`config.mk`:
```
export PLATFORM = sky130hd
export DESIGN_NAME = pirq_ctrl
export DESIGN_NICKNAME = d
export VERILOG_FILES = /design/src/rtl/pirq_pkg.sv /design/src/rtl/pirq_crit_qual.sv /design/src/rtl/pirq_edge_latch.sv /design/src/rtl/pirq_arbiter.sv /design/src/rtl/pirq_ctrl.sv
export SDC_FILE = /design/constraint.sdc
export NUM_CORES = 1
export LEC_CHECK = 0
export BUFFER_PORTS_ARGS = -buffer_cell sky130_fd_sc_hd__buf_2
export CAP_MARGIN = 20
export CORE_MARGIN = 5
export CORE_UTILIZATION = 44
export CTS_BUF_LIST = sky130_fd_sc_hd__clkbuf_8 sky130_fd_sc_hd__clkbuf_16
export DETAILED_ROUTE_END_ITERATION = 8
export PLACE_DENSITY = 0.76
export SLEW_MARGIN = 20
export SYNTH_ARGS = -nofsm -noshare
export SYNTH_HDL_FRONTEND = slang
export SYNTH_SLANG_ARGS = --single-unit
```
`constraint.sdc`:
```
create_clock -name clk_i -period 1.5 [get_ports clk_i]
set_input_delay 0.075 -clock clk_i [delete_from_list [all_inputs] [get_ports clk_i]]
set_output_delay 0.075 -clock clk_i [all_outputs]
set_load 0.005 [all_outputs]
```
`src/rtl/pirq_pkg.sv`:
```
`timescale 1ns/1ps
package pirq_pkg;
    localparam int MASK_W  = 3;
    localparam int NUM_SRC = 5;

    typedef enum logic [2:0] {
        SRC_NONE = 3'd0,
        SRC_CRIT = 3'd1,
        SRC_EDGE = 3'd2,
        SRC_LHI  = 3'd3,
        SRC_LLO  = 3'd4,
        SRC_EXT  = 3'd5
    } src_e;

    function automatic src_e idx_to_src(input int idx);
        case (idx)
            0:       return SRC_CRIT;
            1:       return SRC_EDGE;
            2:       return SRC_LHI;
            3:       return SRC_LLO;
            4:       return SRC_EXT;
            default: return SRC_NONE;
        endcase
    endfunction
endpackage

```
`src/rtl/pirq_crit_qual.sv`:
```
`timescale 1ns/1ps
module pirq_crit_qual (
    input  logic clk_i,
    input  logic rst_ni,
    input  logic lvl_i,
    input  logic take_i,
    output logic pend_o
);
    typedef struct packed {
        logic prev;
        logic pend;
    } qual_t;

    qual_t st_d, st_q;

    always_comb begin
        logic rise;
        st_d      = st_q;
        rise      = lvl_i & ~st_q.prev;
        st_d.prev = lvl_i;
        // armed by a rise, kept only while the line stays high
        st_d.pend = lvl_i & (st_q.pend | rise) & ~take_i;
    end

    always_ff @(posedge clk_i or negedge rst_ni) begin
        if (!rst_ni) st_q <= '0;
        else         st_q <= st_d;
    end

    assign pend_o = st_q.pend;
endmodule

```
`src/rtl/pirq_edge_latch.sv`:
```
`timescale 1ns/1ps
module pirq_edge_latch (
    input  logic clk_i,
    input  logic rst_ni,
    input  logic lvl_i,
    input  logic take_i,
    input  logic clr_i,
    output logic pend_o
);
    typedef struct packed {
        logic prev;
        logic pend;
    } latch_t;

    latch_t st_d, st_q;

    always_comb begin
        logic rise;
        st_d      = st_q;
        rise      = lvl_i & ~st_q.prev;
        st_d.prev = lvl_i;
        // a fresh rise wins over any clear in the same cycle
        st_d.pend = (st_q.pend & ~take_i & ~clr_i) | rise;
    end

    always_ff @(posedge clk_i or negedge rst_ni) begin
        if (!rst_ni) st_q <= '0;
        else         st_q <= st_d;
    end

    assign pend_o = st_q.pend;
endmodule

```
`src/rtl/pirq_arbiter.sv`:
```
`timescale 1ns/1ps
module pirq_arbiter
    import pirq_pkg::*;
(
    input  logic              crit_pend_i,
    input  logic              edge_pend_i,
    input  logic              lvl_hi_i,
    input  logic              lvl_lo_i,
    input  logic              ext_i,
    input  logic [MASK_W-1:0] mask_i,
    input  logic              ie_i,
    output logic              any_o,
    output src_e              win_o
);
    logic [NUM_SRC-1:0] cand;

    // index 0 is the most urgent candidate
    assign cand[0] = crit_pend_i;
    assign cand[1] = edge_pend_i & ~mask_i[2] & ie_i;
    assign cand[2] = lvl_hi_i    & ~mask_i[1] & ie_i;
    assign cand[3] = lvl_lo_i    & ~mask_i[0] & ie_i;
    assign cand[4] = ext_i       & ie_i;

    always_comb begin
        any_o = 1'b0;
        win_o = SRC_NONE;
        for (int i = NUM_SRC - 1; i >= 0; i--) begin
            if (cand[i]) begin
                any_o = 1'b1;
                win_o = idx_to_src(i);
            end
        end
    end
endmodule

```
`src/rtl/pirq_ctrl.sv`:
```
`timescale 1ns/1ps
module pirq_ctrl
    import pirq_pkg::*;
#(
    parameter int                VEC_W    = 8,
    parameter logic [VEC_W-1:0]  VEC_CRIT = 8'h24,
    parameter logic [VEC_W-1:0]  VEC_EDGE = 8'h3C,
    parameter logic [VEC_W-1:0]  VEC_LHI  = 8'h34,
    parameter logic [VEC_W-1:0]  VEC_LLO  = 8'h2C,
    parameter logic [2:0]        MASK_RST = 3'b111
) (
    input  logic             clk_i,
    input  logic             rst_ni,
    input  logic             crit_i,
    input  logic             edge_i,
    input  logic             lvl_hi_i,
    input  logic             lvl_lo_i,
    input  logic             ext_i,
    input  logic             smp_i,
    input  logic             ack_i,
    input  logic             en_set_i,
    input  logic             en_clr_i,
    input  logic             cfg_wr_i,
    input  logic [2:0]       cfg_mask_i,
    input  logic             cfg_mask_en_i,
    input  logic             cfg_edge_clr_i,
    input  logic             stat_rd_i,
    output logic             req_o,
    output logic             ext_o,
    output logic [VEC_W-1:0] vec_o,
    output logic [2:0]       stat_mask_o,
    output logic [2:0]       stat_pend_o,
    output logic             stat_ie_o
);
    typedef struct packed {
        logic              ie;
        logic              saved_ie;
        logic              show_saved;
        logic [MASK_W-1:0] mask;
        logic              sel_valid;
        src_e              sel_src;
    } ctrl_t;

    ctrl_t st_d, st_q;

    logic accept;
    logic take_crit, take_edge;
    logic crit_pend, edge_pend;
    logic any_win;
    src_e win;
    logic ie_q;

    assign accept    = ack_i & st_q.sel_valid;
    assign take_crit = accept & (st_q.sel_src == SRC_CRIT);
    assign take_edge = accept & (st_q.sel_src == SRC_EDGE);

    pirq_crit_qual u_crit (
        .clk_i  (clk_i),
        .rst_ni (rst_ni),
        .lvl_i  (crit_i),
        .take_i (take_crit),
        .pend_o (crit_pend)
    );

    pirq_edge_latch u_edge (
        .clk_i  (clk_i),
        .rst_ni (rst_ni),
        .lvl_i  (edge_i),
        .take_i (take_edge),
        .clr_i  (cfg_wr_i & cfg_edge_clr_i),
        .pend_o (edge_pend)
    );

    pirq_arbiter u_arb (
        .crit_pend_i (crit_pend),
        .edge_pend_i (edge_pend),
        .lvl_hi_i    (lvl_hi_i),
        .lvl_lo_i    (lvl_lo_i),
        .ext_i       (ext_i),
        .mask_i      (st_q.mask),
        .ie_i        (st_q.ie),
        .any_o       (any_win),
        .win_o       (win)
    );

    always_comb begin
        st_d = st_q;

        // global enable
        if (accept)        st_d.ie = 1'b0;
        else if (en_set_i) st_d.ie = 1'b1;
        else if (en_clr_i) st_d.ie = 1'b0;

        // enable snapshot taken by a critical accept
        if (take_crit) begin
            st_d.saved_ie   = st_q.ie;
            st_d.show_saved = 1'b1;
        end else if (stat_rd_i) begin
            st_d.show_saved = 1'b0;
        end

        // masks
        if (cfg_wr_i && cfg_mask_en_i) st_d.mask = cfg_mask_i;

        // decision register
        if (smp_i) begin
            st_d.sel_valid = any_win;
            st_d.sel_src   = win;
        end else if (accept) begin
            st_d.sel_valid = 1'b0;
            st_d.sel_src   = SRC_NONE;
        end
    end

    always_ff @(posedge clk_i or negedge rst_ni) begin
        if (!rst_ni) begin
            st_q.ie         <= 1'b0;
            st_q.saved_ie   <= 1'b0;
            st_q.show_saved <= 1'b0;
            st_q.mask       <= MASK_RST;
            st_q.sel_valid  <= 1'b0;
            st_q.sel_src    <= SRC_NONE;
        end else begin
            st_q <= st_d;
        end
    end

    always_comb begin
        vec_o = '0;
        ext_o = 1'b0;
        if (st_q.sel_valid) begin
            case (st_q.sel_src)
                SRC_CRIT: vec_o = VEC_CRIT;
                SRC_EDGE: vec_o = VEC_EDGE;
                SRC_LHI:  vec_o = VEC_LHI;
                SRC_LLO:  vec_o = VEC_LLO;
                SRC_EXT:  ext_o = 1'b1;
                default:  vec_o = '0;
            endcase
        end
    end

    assign ie_q        = st_q.ie;
    assign req_o       = st_q.sel_valid;
    assign stat_mask_o = st_q.mask;
    assign stat_pend_o = {edge_pend, lvl_hi_i, lvl_lo_i};
    assign stat_ie_o   = st_q.show_saved ? st_q.saved_ie : st_q.ie;
endmodule

```
==> Word level (Yosys, flattened, before mapping) <==
Cells that the tools add are included.
{ "op_classes": {"eq_ne": 5, "muxes": 22, "n_bitwise": 27, "n_reduce_logical": 4} }
{ "ops": {"columns": ["operator", "n"], "rows": [
  ["case mux 6 bit (4 select lines)", 1],
  ["bitwise AND 1 bit", 17],
  ["two-way mux 3 bit", 5],
  ["two-way mux 1 bit", 13],
  ["two-way mux 4 bit", 2],
  ["NOT 1 bit", 8],
  ["== test 3 x 2 -> 1 bit, second input constant", 2],
  ["== test 3 bit, second input constant", 2],
  ["two-way mux 6 bit", 1],
  ["nonzero test 2 bit", 2],
  ["== test 3 x 1 -> 1 bit, second input constant", 1],
  ["nonzero test 3 bit", 1],
  ["bitwise OR 1 bit", 2],
  ["logical AND 1 bit", 1]
]} }
{ "totals": {"regBits": 14, "in_bits": 18, "output_inout_bits": 17, "word_cells": 68} }

==> Depth between registers and ports, before layout <==
Gate-level depths: netlist of run 1.
{ "depth": {"depth_word": 8, "mapped_depth": 3, "ltp_nobuf": 3} }

==> Modules after synthesis <==
From an unflattened synthesis of run 1, not the netlist that was laid out.
{ "hier_totals": {"hier_cells": 82, "hier_area_um2": 814.5} }
{ "by_module_without_submodules": {"columns": ["mod", "n_inst", "cells_each", "area_each_um2", "seq_area_each_um2"], "rows": [
  ["pirq_ctrl", 1, 59, 578.1, 254.0],
  ["pirq_arbiter", 1, 14, 86.3, 0.0],
  ["pirq_crit_qual", 1, 4, 76.3, 50.0],
  ["pirq_edge_latch", 1, 5, 73.8, 50.0]
]} }

==> Worst setup path before layout of run 1 <==
Ideal clock, no wire load.
{ "synth_path": {"kind": "flip-flop to flip-flop", "from": "reg st_q[2] in the netlist's numbering", "to": "reg st_q[8] in the netlist's numbering", "setup_time_ns": 0.128, "arrival_time_ns": 1.171, "required_time_ns": 1.372, "path_slack_ns": 0.201, "stages_incl_launch_ff": 4, "path_buffers": 0, "synth_period_minus_slack_ns": 1.299, "path_cell_list": "dfrtp_1 nand3b_1 nor3b_2 mux2_1"} }
{ "synth_via": {"elab_chain_len": 2} }
{ "synth_lines": {"columns": ["element", "line", "source"], "rows": [
  ["start, declared", "pirq_ctrl.sv:44", "ctrl_t st_d, st_q;"],
  ["start signal, assigned", "pirq_ctrl.sv:124", "st_q <= st_d;"],
  ["== test 3 x 1 -> 1 bit", "pirq_ctrl.sv:54", "assign take_crit = accept & (st_q.sel_src == SRC_CRIT);"],
  ["bitwise AND 1 bit", "pirq_ctrl.sv:54", null]
]} }
Every way passes these cells.
A chain may end at the register's enable or synchronous reset.

==> Worst setup path after layout of run 1 <==
{ "layout_path": {"from": "reg st_q[1] in the netlist's numbering", "to": "out vec_o[2]"} }
{ "layout_via": {"elab_chain_len": 3, "elab_cells_between_ends": 6, "cone_classes": "eq/ne: 4; mux: 2"} }
{ "layout_lines": {"columns": ["element", "line", "source"], "rows": [
  ["== test 3 bit, or another cell as far along", "pirq_ctrl.sv:132", "case (st_q.sel_src)"],
  ["case mux 6 bit (4 select lines) *", "pirq_ctrl.sv:132", null],
  ["two-way mux 6 bit *", "pirq_ctrl.sv:131", "if (st_q.sel_valid) begin"],
  ["end, declared", "pirq_ctrl.sv:30", "output logic [VEC_W-1:0] vec_o,"]
]} }
Every way passes the cells marked *; elsewhere a longest branch is shown, timed or not.

==> results.yml, run 1 <==
die:
  ios: 35
  die_x_um: 51.3
  die_y_um: 51.3
  die-area_um2: 2630
  rows: 15
  core-area_um2: 1670
  initial_core_util_pct: 44.9
grt:
  overflow: 0
  track_usage_pct: 13.6
  grt_pass1_wl_mm: 2.63
  grt_max_degree: 15
  antenna_found_initial: 0
  first_global_vias: 612
layout:
  drive_above_1_share_pct: 43.3
  final_common_cell: "buf_2"
  final_cell_mix: "buf_2, dfrtp_1, inv_1, nand2_1"
  area_growth_pct: 26.7
  diodes: 0
  final_nets: 123
timing:
  timing.fmax_mhz: 698
  fin_crit_sh_pct: 95.6
  rsz0062_at_grt: "false"
  skew_ps: 1.20
  setup-violations-final: 0
  holdWs_ps: 68.6
  hold_viol: 0
  min_period_ps: 1430
  maxSlewViolCount: 0
  setup_tns_ps: 0
worst_setup_path:
  worst_ep_arrival_time_ps: 1360
  end_kind: "output port"
  start_kind: "flop"
  worst_r2r_path_depth: 3
  path_class: "flop to output port"
  crit_fanout: 6
  required_ps: 1420
  reg2reg_from: "st_q[2]"
  rr_endpoint: "st_q[8]"
  r2r_setup_slack_ps: 180
logic_synthesis:
  postSynthCellCount: 73
  synth_top_family_by_area: "simple AND/OR/NAND/NOR gates"
  yosys.area.top_type_share_pct: 36.7
  synth_xor_xnor_area_share_pct: 1.17
  synth.cell_area_um2: 751
  synth_fa_ha_area_share_pct: 0
  synth_area_leader_cell: "dfrtp_1"
  yosys.area_share.simple_pct: 17.5
  synthTopCellsByArea: "dfrtp_1, buf_4, dfstp_2, mux2_2, inv_1"
  synth-compound-area-share_pct: 12.2
  ys.warnings.count: 0
  synth.distinct_cells: 29
  syn_area_per_cell_um2: 10.3
  ys_ff_latch: 14
  muxShareOfSynthArea_pct: 7.50
  ys_seq_area_share_pct: 47.2
power:
  power_density_nw_per_um2: 1140
  p_leak_nw: 0.483
  peakVddDrop_mv: 0.729
drt:
  vias_per_cell: 4.99
  wirelength_mm: 1.59
  drt_iter0_drc: 1
  ant_nets: 0
  first_pass_iters: 5
  wl_per_cell_um: 13.2
  drc: 0
  dr_total_vias: 604
clock_tree:
  clock-root-buffer: "clkbuf_8"
  clkSlewWorstSetupHoldPaths_ps: 60
  cts_setup_buffers: 0
  numClockSinks: 14
  cts_tree: "yes"
  cts_made_buffers: 3
  htreeDepth: 1
  clockBufferDepth: 2
  clk_latency_ps: 240
outcome:
  status: "finished, final reports clean"
placed_design:
  gp_congestion: 0.722
  dp_hpwl_mm: 1.29
  port_buffers: 30
worst_hold_path:
  min_path_type: "input pin to flop"
  hold_end: "stat_mask_o[2]"
  worstHoldStart: "cfg_mask_i[2]"
  hold_path_depth: 2
run:
  cap_violations: 0
## synthesized netlist by cell type
master and instances:
nand2_1 6, dfrtp_1 11, nand2b_1 1, buf_4 11
mux2_1 1, xnor2_1 1, and4_2 1, nand3b_1 2
nor2_1 2, o31ai_1 1, a21o_1 1, a211oi_1 1
dfstp_2 3, and3_1 1, conb_1 1, nor3b_1 2
o211ai_1 1, o21ai_0 2, inv_1 6, a21oi_1 4
or3b_1 1, nor3b_2 1, nor2b_1 2, o21ai_1 1
a22o_1 1, o311ai_1 2, mux2_2 4, or3_1 1
nor4b_1 1
## metal layers
metal / GRT usage (%) / share of wire [%] / vias up / wire length (um)
li1: - / - / 299 / -
met4: 9.17 / 1.8 / 0 / 28
met2: 22.5 / 49 / 22 / 778
met3: 2.04 / 6.5 / 4 / 103
met1: 16.1 / 43 / 279 / 682
met5: 0 / 0 / - / 0
## worst max path at each step
stage / endpoint / slack (ps) / start / cells past startpoint
floorplan: st_q[8] / 200 / st_q[2] / 3
global placement: st_q[8] / 260 / st_q[2] / 3
detailed placement: st_q[8] / 190 / st_q[2] / 3
CTS: vec_o[2] / 60 / st_q[1] / 3
global route: vec_o[2] / 3 / st_q[1] / 3
finish: vec_o[2] / 70 / st_q[1] / 3
## area by class of cell
class	instances	area (um2)
Clock buffer	4	55.1
Fill cell	149	719
Inverter	6	22.5
Multi-Input combinational cell	45	303
Sequential cell	14	354
Tap cell	17	21.3
Timing Repair Buffer	35	195
## worst max-delay path, stage by stage, from the launching register on
cell and delay [ps]:
dfrtp_1 440, or3_1 380, and3_1 170, buf_2 120
## where the power goes
group	switching, W	internal (W)	leakage, nW	total [W]
combinational	0.000109	0.000129	0.286	0.000238
clock	0.000129	0.000232	0.0288	0.000361
sequential	0.0000457	0.000443	0.168	0.000489
## sequential cells by signal, summed over array words and instances, names as in the netlist
register       flops
req_o              1
u_crit.st_q        1
st_q               5
stat_mask_o        3
u_edge.st_q        1
u_edge.pend_o      1
u_crit.pend_o      1
ie_q               1
## through the flow
step / total power [W] / setup WS, ps / instance area (um2) / utilization [%] / instances
finish: 0.00109 / 66.5 / 951 / 56.9 / 121
global route: 0.00115 / 2.92 / 951 / 56.9 / 121
CTS: 0.00110 / 57.8 / 951 / 56.9 / 121
detailed placement: 0.000731 / 187 / 866 / 51.8 / 114
global placement: 0.000716 / 258 / 866 / 51.8 / 114
floorplan: 0.000647 / 201 / 762 / - / 76
## kinds of logic (layout without fill, tap and decap cells)
group / Yosys count / in the layout
other: 1 / 4
buffers and inverters: 17 / 45
XOR/XNOR: 1 / 1
AND/OR/NAND/NOR: 21 / 21
AO/OA/AOI/OAI: 14 / 14
multiplexers: 5 / 5
flip-flops: 14 / 14
## timing repair
item / CTS / global route
hold endpoints to repair: 16 / 0
hold buffers: 3 / 0
gates resized for setup: 0 / 0
Note: power is estimated with default switching activity, not from simulation.
==> run 2, diff against run 1 <==
- CORE_MARGIN: 5 -> not set
- SETUP_SLACK_MARGIN: not set -> 0.2
- SKIP_LAST_GASP: not set -> 1
==> results.yml, run 2 (same netlist as run 1, synthesis figures left out) <==
outcome:
  status: "finished, final reports clean"
grt:
  antenna_found_initial: 0
  overflow: 0
  grt_pass1_wl_mm: 2.52
  grt_max_degree: 15
  met1_usage_pct: 21.5
  grtUsageMet2_pct: 31.6
  grt.met3_usage_pct: 2.55
  track_usage_pct: 18.4
  first_global_vias: 597
  grt_busiest_layer: "met2"
die:
  rows: 14
  die_x_um: 43.3
  die-area_um2: 1880
  ios: 35
  core-area_um2: 1540
  die_y_um: 43.3
  initial_core_util_pct: 48.7
drt:
  wirelength_mm: 1.54
  dr_total_vias: 628
  drt_iter0_drc: 20
  drc: 0
  ant_nets: 0
  wl_per_cell_um: 12.3
  vias_per_cell: 5.02
  first_pass_iters: 6
worst_setup_path:
  worst_ep_arrival_time_ps: 1310
  crit_fanout: 4
  end_kind: "output port"
  path_class: "flop to output port"
  cp_top_family: "simple AND/OR/NAND/NOR gates"
  cpMaxStageDelayCell: "dfrtp_1"
  cp_num_buf_inv: 2
  start_kind: "flop"
  path_cells: "buf_6 -> or3_1 -> and3_1 -> buf_2"
  critPathMaxStageDelay_ps: 380
  required_ps: 1420
clock_tree:
  clkSlewWorstSetupHoldPaths_ps: 60
  clockBufferDepth: 2
  htreeDepth: 1
  cts_made_buffers: 3
  cts_tree: "yes"
  clk_latency_ps: 240
  clock-root-buffer: "clkbuf_8"
  numClockSinks: 14
layout:
  largest_register_ffs: 5
  diodes: 0
  final_nets: 128
  final_cell_mix: "buf_2, dfrtp_1, inv_1, nand2_1, buf_4"
  area_growth_pct: 34.7
  multi_input_area_um2: 318
  largest-register: "st_q"
  n_fill_cell: 122
  final_common_cell: "buf_2"
  regArea_um2: 355
  drive_above_1_share_pct: 49.5
timing:
  setup-violations-final: 0
  rsz0062_at_grt: "true"
  timing.fmax_mhz: 720
  final.setup.worst_slack_ps: 111
  setup_tns_ps: 0
  fin_crit_sh_pct: 92.6
  min_period_ps: 1390
  maxSlewViolCount: 0
  holdWs_ps: 58.7
  skew_ps: 3.77
  hold_viol: 0
power:
  peakVddDrop_mv: 0.705
  p_leak_nw: 0.515
  power_density_nw_per_um2: 1120
run:
  cap_violations: 0
placed_design:
  dp_slack_ps: 180
  gp_congestion: 0.742
  port_buffers: 30
  dp_hpwl_mm: 1.03
worst_hold_path:
  min_path_type: "input pin to flop"
run 2: final cells by class:
type | instances | area share (%)
Clock buffer | 4 | 5.45
Inverter | 6 | 2.23
Multi-Input combinational cell | 45 | 31.4
Sequential cell | 14 | 35.1
Tap cell | 16 | 1.98
Timing Repair Buffer | 40 | 23.8
run 2: final timing paths:
path | startpoint | end | slack (ps) | depth (start not counted)
hold reg to reg | u_edge.st_q[1] | u_edge.pend_o | 410 | 1
max in group asynchronous | rst_ni | stat_mask_o[2] | 960 | 2
min in group asynchronous | rst_ni | st_q[2] | 250 | 2
setup reg to reg | st_q[2] | st_q[8] | 170 | 3
hold / removal | cfg_mask_i[1] | stat_mask_o[1] | 60 | 2
setup / recovery | st_q[2] | vec_o[5] | 110 | 4
run 2: per-layer routing:
metal / vias up / share of wire [%]
met5: - / 0
met4: 0 / 0.91
met3: 2 / 3.3
met2: 23 / 54
met1: 290 / 42
li1: 313 / -
run 2: stage by stage:
step / power (W) / instances / area (um2) / util, %
2_1_floorplan: 0.000647 / 76 / 762 / -
6_report: 0.00113 / 125 / 1010 / 65.6
5_1_grt: 0.00119 / 125 / 1010 / 65.6
3_5_place_dp: 0.000723 / 113 / 865 / 56.1
4_1_cts: 0.00112 / 124 / 991 / 64.3
3_3_place_gp: 0.000713 / 113 / 865 / 56.1
run 2: power by group:
part | internal [W] | total (W) | switching (W)
Clock | 0.000232 | 0.000361 | 0.000129
Sequential | 0.000444 | 0.000480 | 0.0000366
Combinational | 0.000164 | 0.000292 | 0.000128
run 2: worst register-to-register path: stages (launching register included):
cell and delay (ps):
dfrtp_1 380, nand3b_1 200, nor3b_2 290, mux2_4 330
run 2: what timing repair did:
action / CTS / global route
endpoints found under the setup margin: 4 / 6
hold endpoints to repair: 16 / 0
gates resized for setup: 3 / 3
hold buffers: 3 / 0
buffers inserted: 4 / 1
pin swaps: 2 / 2
